### src/rtl/eulerRotPkg.sv
package eulerRotPkg;

  typedef enum logic [2:0] {
    ST_IDLE,
    ST_FOLD,
    ST_ROT,
    ST_COMP,
    ST_DONE
  } rotState_t;

  // strobes from the sequencer to the datapath
  typedef struct packed {
    logic       clear;
    logic       load;
    logic       fold;
    logic       iter;
    logic       comp;
    logic       finish;
    logic [1:0] stage;
    logic [5:0] iterIdx;
  } rotCtl_t;

  // first component of the plane rotated in a given stage
  function automatic logic [1:0] pairFirst(input logic [1:0] stage);
    case (stage)
      2'd0:    return 2'd0;
      2'd1:    return 2'd2;
      default: return 2'd1;
    endcase
  endfunction

  // second component of the plane rotated in a given stage
  function automatic logic [1:0] pairSecond(input logic [1:0] stage);
    case (stage)
      2'd0:    return 2'd1;
      2'd1:    return 2'd0;
      default: return 2'd2;
    endcase
  endfunction

  // angle used in a given stage: psi, then theta, then phi
  function automatic logic [1:0] angleOf(input logic [1:0] stage);
    case (stage)
      2'd0:    return 2'd2;
      2'd1:    return 2'd1;
      default: return 2'd0;
    endcase
  endfunction

endpackage

### src/rtl/eulerRotCtl.sv
module eulerRotCtl
  import eulerRotPkg::*;
#(
  parameter int ITER = 16
) (
  input  logic    clk,
  input  logic    rstN,
  input  logic    restart,
  input  logic    inValid,
  output logic    ready,
  output logic    outValid,
  output rotCtl_t ctl
);

  localparam int IXW = (ITER > 1) ? $clog2(ITER) : 1;
  localparam int LAT = 3 * (ITER + 2);
  localparam int LCW = $clog2(LAT + 1) + 1;

  rotState_t      state;
  logic [1:0]     stage;
  logic [IXW-1:0] iterCnt;
  logic [LCW-1:0] latCnt;
  logic           accept;

  assign ready    = (state == ST_IDLE);
  assign outValid = (state == ST_DONE);
  assign accept   = ready && inValid && !restart;

  always_comb begin
    ctl         = '0;
    ctl.clear   = restart;
    ctl.load    = accept;
    ctl.fold    = (state == ST_FOLD) && !restart;
    ctl.iter    = (state == ST_ROT) && !restart;
    ctl.comp    = (state == ST_COMP) && !restart;
    ctl.finish  = (state == ST_COMP) && (stage == 2'd2) && !restart;
    ctl.stage   = stage;
    ctl.iterIdx = 6'(iterCnt);
  end

  always_ff @(posedge clk) begin
    if (!rstN || restart) begin
      state   <= ST_IDLE;
      stage   <= '0;
      iterCnt <= '0;
      latCnt  <= '0;
    end else begin
      if (state != ST_IDLE) latCnt <= latCnt + 1'b1;
      case (state)
        ST_IDLE: if (inValid) begin
          state  <= ST_FOLD;
          stage  <= '0;
          latCnt <= '0;
        end
        ST_FOLD: begin
          state   <= ST_ROT;
          iterCnt <= '0;
        end
        ST_ROT: begin
          if (iterCnt == IXW'(ITER - 1)) state <= ST_COMP;
          else iterCnt <= iterCnt + 1'b1;
        end
        ST_COMP: begin
          if (stage == 2'd2) state <= ST_DONE;
          else begin
            stage <= stage + 1'b1;
            state <= ST_FOLD;
          end
        end
        ST_DONE: state <= ST_IDLE;
        default: state <= ST_IDLE;
      endcase
    end
  end

  AST_READY_DROP: assert property (@(posedge clk) disable iff (!rstN)
    accept |=> !ready);
  AST_READY_BACK: assert property (@(posedge clk) disable iff (!rstN)
    outValid |=> ready);
  AST_IDLE_QUIET: assert property (@(posedge clk) disable iff (!rstN)
    (ready && !inValid) |=> ready);
  AST_VALID_PULSE: assert property (@(posedge clk) disable iff (!rstN)
    outValid |=> !outValid);
  AST_LATENCY: assert property (@(posedge clk) disable iff (!rstN)
    outValid |-> (latCnt == LCW'(LAT)));
  AST_RESTART_IDLE: assert property (@(posedge clk) disable iff (!rstN)
    restart |=> (ready && !outValid));

endmodule

### src/rtl/eulerRotDatapath.sv
module eulerRotDatapath
  import eulerRotPkg::*;
#(
  parameter int DW   = 16,
  parameter int AW   = 16,
  parameter int ITER = 16,
  parameter int GB   = 4,
  parameter int ZG   = 4,
  parameter int KW   = 16
) (
  input  logic            clk,
  input  logic            rstN,
  input  rotCtl_t         ctl,
  input  logic [3*DW-1:0] uIn,
  input  logic [3*AW-1:0] angIn,
  output logic [3*DW-1:0] uOut
);

  localparam int IW = DW + 2 + GB;     // headroom for gain and norm, plus guard
  localparam int ZW = AW + ZG + 1;     // residual angle with extra fraction bits
  localparam int FR = AW - 3 + ZG;     // fraction bits of the residual angle

  function automatic int atanCode(input int i);
    real v;
    v = $atan(2.0 ** (-i)) * (2.0 ** FR);
    return $rtoi(v + 0.5);
  endfunction

  function automatic int kinvCode();
    real p;
    p = 1.0;
    for (int i = 0; i < ITER; i++) p = p / $sqrt(1.0 + 2.0 ** (-2 * i));
    return $rtoi(p * (2.0 ** (KW - 2)) + 0.5);
  endfunction

  localparam logic signed [ZW-1:0] PI_Z   = ZW'($rtoi(3.141592653589793 * (2.0 ** FR) + 0.5));
  localparam logic signed [ZW-1:0] HALF_Z = ZW'($rtoi(1.5707963267948966 * (2.0 ** FR) + 0.5));
  localparam logic signed [KW-1:0] KINV   = KW'(kinvCode());

  logic signed [ZW-1:0] atanTab [ITER];
  for (genvar g = 0; g < ITER; g++) begin : g_atan
    localparam logic signed [ZW-1:0] AT = ZW'(atanCode(g));
    assign atanTab[g] = AT;
  end

  logic signed [IW-1:0] vec     [3];
  logic signed [IW-1:0] vecNext [3];
  logic        [AW-1:0] ang     [3];
  logic signed [DW-1:0] outReg  [3];
  logic signed [IW-1:0] xr, yr, xNext, yNext, xSh, ySh, aSel, bSel, compX, compY;
  logic signed [ZW-1:0] zr, zNext, zIn;
  logic signed [IW+KW-1:0] prodX, prodY;
  logic [AW-1:0] angSel;
  logic [1:0] idxA, idxB;
  logic foldHi, foldLo, dirPos;

  assign idxA   = pairFirst(ctl.stage);
  assign idxB   = pairSecond(ctl.stage);
  assign aSel   = vec[idxA];
  assign bSel   = vec[idxB];
  assign angSel = ang[angleOf(ctl.stage)];
  assign zIn    = {angSel[AW-1], angSel, {ZG{1'b0}}};
  assign foldHi = zIn > HALF_Z;
  assign foldLo = zIn < -HALF_Z;

  // one CORDIC rotation-mode micro-step
  assign xSh    = xr >>> ctl.iterIdx;
  assign ySh    = yr >>> ctl.iterIdx;
  assign dirPos = !zr[ZW-1];
  assign xNext  = dirPos ? xr - ySh : xr + ySh;
  assign yNext  = dirPos ? yr + xSh : yr - xSh;
  assign zNext  = dirPos ? zr - atanTab[ctl.iterIdx[$clog2(ITER)-1:0]]
                         : zr + atanTab[ctl.iterIdx[$clog2(ITER)-1:0]];

  // gain removal
  assign prodX = xr * KINV;
  assign prodY = yr * KINV;
  assign compX = IW'(prodX >>> (KW - 2));
  assign compY = IW'(prodY >>> (KW - 2));

  always_comb begin
    for (int k = 0; k < 3; k++) vecNext[k] = vec[k];
    if (ctl.comp) begin
      vecNext[idxA] = compX;
      vecNext[idxB] = compY;
    end
  end

  always_ff @(posedge clk) begin
    if (!rstN || ctl.clear) begin
      for (int k = 0; k < 3; k++) begin
        vec[k]    <= '0;
        ang[k]    <= '0;
        outReg[k] <= '0;
      end
      xr <= '0;
      yr <= '0;
      zr <= '0;
    end else begin
      if (ctl.load) begin
        for (int k = 0; k < 3; k++) begin
          vec[k] <= {{2{uIn[k*DW+DW-1]}}, uIn[k*DW +: DW], {GB{1'b0}}};
          ang[k] <= angIn[k*AW +: AW];
        end
      end else begin
        for (int k = 0; k < 3; k++) vec[k] <= vecNext[k];
      end
      if (ctl.fold) begin
        xr <= (foldHi || foldLo) ? -aSel : aSel;
        yr <= (foldHi || foldLo) ? -bSel : bSel;
        zr <= foldHi ? zIn - PI_Z : (foldLo ? zIn + PI_Z : zIn);
      end else if (ctl.iter) begin
        xr <= xNext;
        yr <= yNext;
        zr <= zNext;
      end
      if (ctl.finish) begin
        for (int k = 0; k < 3; k++) outReg[k] <= DW'(vecNext[k] >>> GB);
      end
    end
  end

  for (genvar g = 0; g < 3; g++) begin : g_out
    assign uOut[g*DW +: DW] = outReg[g];
  end

  AST_FOLD_RANGE: assert property (@(posedge clk) disable iff (!rstN)
    ctl.fold |=> (zr <= HALF_Z && zr >= -HALF_Z));
  AST_OUT_HOLD: assert property (@(posedge clk) disable iff (!rstN)
    (!ctl.finish && !ctl.clear) |=> $stable(uOut));

endmodule

### src/rtl/eulerNedRotator.sv
module eulerNedRotator
  import eulerRotPkg::*;
#(
  parameter int DW   = 16,
  parameter int AW   = 16,
  parameter int ITER = DW
) (
  input  logic            clk,
  input  logic            rstN,
  input  logic            restart,
  input  logic            inValid,
  input  logic [3*DW-1:0] uIn,
  input  logic [3*AW-1:0] angIn,
  output logic            ready,
  output logic            outValid,
  output logic [3*DW-1:0] uOut
);

  rotCtl_t ctl;

  eulerRotCtl #(.ITER(ITER)) u_ctl (
    .clk      (clk),
    .rstN     (rstN),
    .restart  (restart),
    .inValid  (inValid),
    .ready    (ready),
    .outValid (outValid),
    .ctl      (ctl)
  );

  eulerRotDatapath #(.DW(DW), .AW(AW), .ITER(ITER)) u_dp (
    .clk   (clk),
    .rstN  (rstN),
    .ctl   (ctl),
    .uIn   (uIn),
    .angIn (angIn),
    .uOut  (uOut)
  );

  AST_NO_SPURIOUS_VALID: assert property (@(posedge clk) disable iff (!rstN)
    ready |=> !outValid);

endmodule

### config.mk
export PLATFORM = sky130hd
export DESIGN_NAME = eulerNedRotator
export DESIGN_NICKNAME = d
export VERILOG_FILES = /design/src/rtl/eulerRotPkg.sv /design/src/rtl/eulerRotCtl.sv /design/src/rtl/eulerRotDatapath.sv /design/src/rtl/eulerNedRotator.sv
export SDC_FILE = /design/constraint.sdc
export NUM_CORES = 2
export LEC_CHECK = 0
export ABC_AREA = 1
export BUFFER_PORTS_ARGS = -buffer_cell sky130_fd_sc_hd__clkbuf_2
export CAP_MARGIN = 20
export CELL_PAD_IN_SITES_DETAIL_PLACEMENT = 0
export CELL_PAD_IN_SITES_GLOBAL_PLACEMENT = 1
export CORE_MARGIN = 5
export CORE_UTILIZATION = 40
export DETAILED_ROUTE_END_ITERATION = 10
export GPL_TIMING_DRIVEN = 0
export PLACE_DENSITY_LB_ADDON = 0.1
export SLEW_MARGIN = 20
export SYNTH_ARGS = -nofsm -noshare
export SYNTH_HDL_FRONTEND = slang
export SYNTH_SLANG_ARGS = --single-unit
### constraint.sdc
create_clock -name clk -period 10.1 [get_ports clk]
set_input_delay 2.525 -clock clk [delete_from_list [all_inputs] [get_ports clk]]
set_output_delay 2.525 -clock clk [all_outputs]
set_load 0.02 [all_outputs]
==> implementation parameters <==
Parameter                              Value

Critical path
  Start of the worst register-to-register path    u_dp.yr[8]$_SDFFE_PP0P_
  Element type at the critical path start    flip-flop
  Setup slack, reg-to-reg    around 2600 ps
  Critical path origin    u_dp.yr[8]$_SDFFE_PP0P_
  Cell count of the worst reg-to-reg path    21
  FF-to-FF End    u_dp.vec[1][4]$_DFFE_PP_
  Data arrival, critical path    about 8000 ps
  Type of the setup path with the least slack    reg2reg
  Worst setup EP type    flip-flop
  Worst-path fanout max    9
  CP required    ~10000 ps

STA
  Unrepaired setup endpoints after global routing    no
  Transition time of the tightest slew-check pin    around 1200 ps
  Headroom to the max-slew limit    19.6%
  Final worst path period share    74.5%
  Total Neg Setup Slack    0 ps
  Worst clock skew    around 38 ps
  Final setup violation count    0
  Fin. max-slew vios    0
  Total count of hold-check failures in the final report    0
  Final WS setup    2570 ps
  Maximum clock frequency    approximately 130 MHz
  Crit path time final    ~7500 ps

Clock tree
  Number of hold buffers added after cts    0
  Maximum level of the CTS H-tree    1
  Post-cts resize count    0
  Cts bufs inserted    26
  Clk slew on worst S/H paths    about 70 ps
  Maximum buffer depth of the clock tree    3
  Clock Root Buffer    clkbuf_16
  Post-CTS Setup Inserts    0
  TritonCTS clock tree    yes
  Clock network latency to the later pin of the worst-skew pair    roughly 600 ps
  Total number of clock tree sinks    roughly 240

Cells and area
  Share of layout cells above drive strength 1    6.07%
  Synth-to-Final Area Change    9.34%
  Multi-input gate area    ~25000 sq um
  Top library cells by usage in the layout, fill and taps aside    nand2_1, inv_1, nand3_1
  Most common cell after layout, fill and taps aside    nand2_1
  Ant. Diodes    0
  Final-layout fill cell count    approximately 9600
  Sequential cell area    between 6000 and 7000 sq um
  Fin util    between 40 and 50%
  Number of nets at the end of the flow    roughly 6100
  Total non-filler cell area in the finished layout    39200 sq um

Yosys
  Total of warnings raised by yosys    0
  Cells taking the most area after synthesis    fa_1, edfxtp_1, nand2_1, ha_1, inv_1
  Xor and xnor area share after synthesis    around 3.1%
  Number of enable flip-flop cells after synthesis    around 160
  Post-synthesis mux area share    0%
  Flops & latches, synth    236
  Library cell with the largest summed area after synthesis    fa_1
  Simple-Gate Fraction of Synth Area    25.0%
  Netlist Area Pre-Place    about 36000 sq um
  Netlist cell types    68
  Gate count after technology mapping    slightly above 5000
  Largest family of logic cells by synthesized area    adder cells
  Compound-gate portion of the synthesized area    between 10 and 15%
  Mapped Avg Cell Area    ~7.0 sq um
  Area fraction of the dominant cell type after synthesis    approximately 16%
  Sequential element share of the synthesized area    between 10% and 20%
  Most frequently used flop master after synthesis    edfxtp_1
  Post-synth ARST share    0%
  Fraction of the mapped netlist area in adder cells    between 20% and 30%

Detailed routing
  Number of optimization iterations in the first detailed-route pass    6
  Routed length on met2    roughly 62000 um
  DRT Wirelength    roughly 140000 um
  Detail Route met3 WL    roughly 11000 um
  Vias post-DR    around 35000
  Routed met1 length    approximately 66000 um
  Antenna-violating nets left    0
  DRC viols    0
  Top layer used by detailed routing    met4
  Iteration-0 DRC Markers    3272
  DR vias/cell    ~5.4
  Average routed wire per standard cell    22.2 um

Pwr
  Sequential fraction of design power    between 20% and 30%
  Power density of the placed cells    116 nW/um^2
  Leakage power figure    0.0208 uW
  Net switching fraction of the power    46.5%
  Worst voltage drop across the vdd grid    0.143 mV
  Clk network pwr share    a little under a quarter
  Share of total power in combinational logic    roughly half
  Total power after layout    between 4000 and 5000 uW
  Net Sw Power    roughly 2100 uW
  Internal Pwr Total    approximately 2400 uW

Hold path
  WHS Endpoint    u_dp.zr[0]$_SDFFE_PP0P_
  Origin of the worst min-delay path    u_dp.zr[0]$_SDFFE_PP0P_
  Cells on Worst Hold Path    2
  Class of the most critical hold timing path    reg2reg

Global route
  First-pass GRT wire length    216000 um
  Largest net degree at the start of global routing    49
  Number of global-route vias before repair    between 30000 and 40000
  Initial antenna violation count    0
  GRT Resource Usage Total    29.8%
  Total gr overflow    0

Floorplanning
  Die Wd    slightly above 300 um
  Core Region    88600 sq um
  Height of the die    around 310 um
  Die Footprint    95700 sq um
  Total I/O pin count    150
  Initial Utilization    40.4%
  Rows    109

Placed design
  IO buf count    around 150
  Post-DP Area    about 38000 sq um
  Final weighted congestion in routability-driven placement    1.01
  Worst setup slack before clock tree synthesis    2770 ps
  Placed wire-length estimate after detailed placement    between 100000 and 150000 um

Run
  Max-cap violations    0

Run status
  Run status    finished clean
[power groups by stage]
stage	Combinational (uW)	Sequential (uW)	Clock, uW
floorplan	1520	1140	0
global placement	2260	1180	0
detailed placement	2250	1170	0
CTS	2270	1150	1090
global route	2560	1160	1130
finish	2310	1160	1070
[per-layer routing]
| layer | global-route usage, % | vias to the layer above |
|---|---|---|
| li1 | - | 16800 |
| met1 | 42.7 | 16600 |
| met2 | 46.5 | 1277 |
| met3 | 4.87 | 213 |
| met4 | 8.87 | 0 |
| met5 | 0 | - |
[worst max-delay path by stage]
stage / end / slack, ps / cells past startpoint
after floorplan: u_dp.vec[1][18]$_DFFE_PP_ / 4680 / 25
after global placement: u_dp.vec[1][4]$_DFFE_PP_ / 2740 / 21
after detailed placement: u_dp.vec[1][4]$_DFFE_PP_ / 2770 / 21
after CTS: u_dp.vec[1][4]$_DFFE_PP_ / 2730 / 21
after global routing: u_dp.vec[1][4]$_DFFE_PP_ / 2280 / 21
final: u_dp.vec[1][4]$_DFFE_PP_ / 2570 / 21
[per-stage QoR]
step           std cells  hold slack [ps]
2_1_floorplan       5153              450
3_3_place_gp        6467              462
3_5_place_dp        6468              468
4_1_cts             6516              478
5_1_grt             6516              524
6_report            6516              480
[registers in the layout, summed over array words and instances (netlist names)]
register,flops
u_dp.vec,66
u_dp.zr,21
u_dp.outReg,48
u_dp.xr,22
u_ctl.stage,2
u_ctl.state,3
u_dp.yr,22
u_ctl.iterCnt,4
u_dp.ang,48
[layout make-up]
type,count,share of cell area (%)
Tap cell,1165,3.72
Inverter,974,9.34
Sequential cell,236,16.2
Timing Repair Buffer,150,1.97
Buffer,162,2.06
Clock inverter,18,0.671
Clock buffer,30,1.70
Multi-Input combinational cell,3781,64.3
[critical path, cell delays in order, from the launching register on]
cell      delay (ps)
dfxtp_1          920
ha_1             390
inv_1            180
fa_1             450
fa_1             520
inv_1             50
fa_1             480
fa_1             550
inv_1             60
fa_1             540
inv_1             40
ha_1             310
nand2_1          100
nand2_1           60
a21oi_1          200
o21ai_0          110
a21oi_1          330
o21ai_0          290
xnor2_1          810
o22ai_1          270
a21boi_0         420
o21ai_0          130
[cells in the mapped netlist, types with 5 or more instances]
cell type	instances
dfxtp_1	74
a21o_1	27
o21ai_1	27
buf_6	16
o21a_1	12
o221ai_1	8
a31oi_1	17
nor2_2	10
nand3_2	5
and3_1	9
clkbuf_1	91
nand3b_1	12
edfxtp_1	162
a221oi_1	7
inv_1	946
clkinv_1	8
o221ai_2	7
buf_4	5
a21boi_0	5
nand4_1	39
nor3_1	33
fa_1	283
nand2_1	1214
nor2_1	337
a21oi_1	309
o211ai_1	54
o21ai_2	5
nor4_1	13
buf_2	22
buf_1	26
a211oi_1	12
or2_2	11
o21ai_0	295
a22oi_1	5
o21bai_1	23
nand2_2	7
and2_1	12
inv_2	18
nand3_1	408
ha_1	347
o22ai_1	7
xor2_1	85
xnor2_1	42
[logic make-up after synthesis]
group           after synthesis
simple gates               2129
other cells                   1
flops                       236
fa+ha+maj                   630
compound gates              847
buf+inv                    1136
xor+xnor                    127
(Power assumes the default switching activity.)
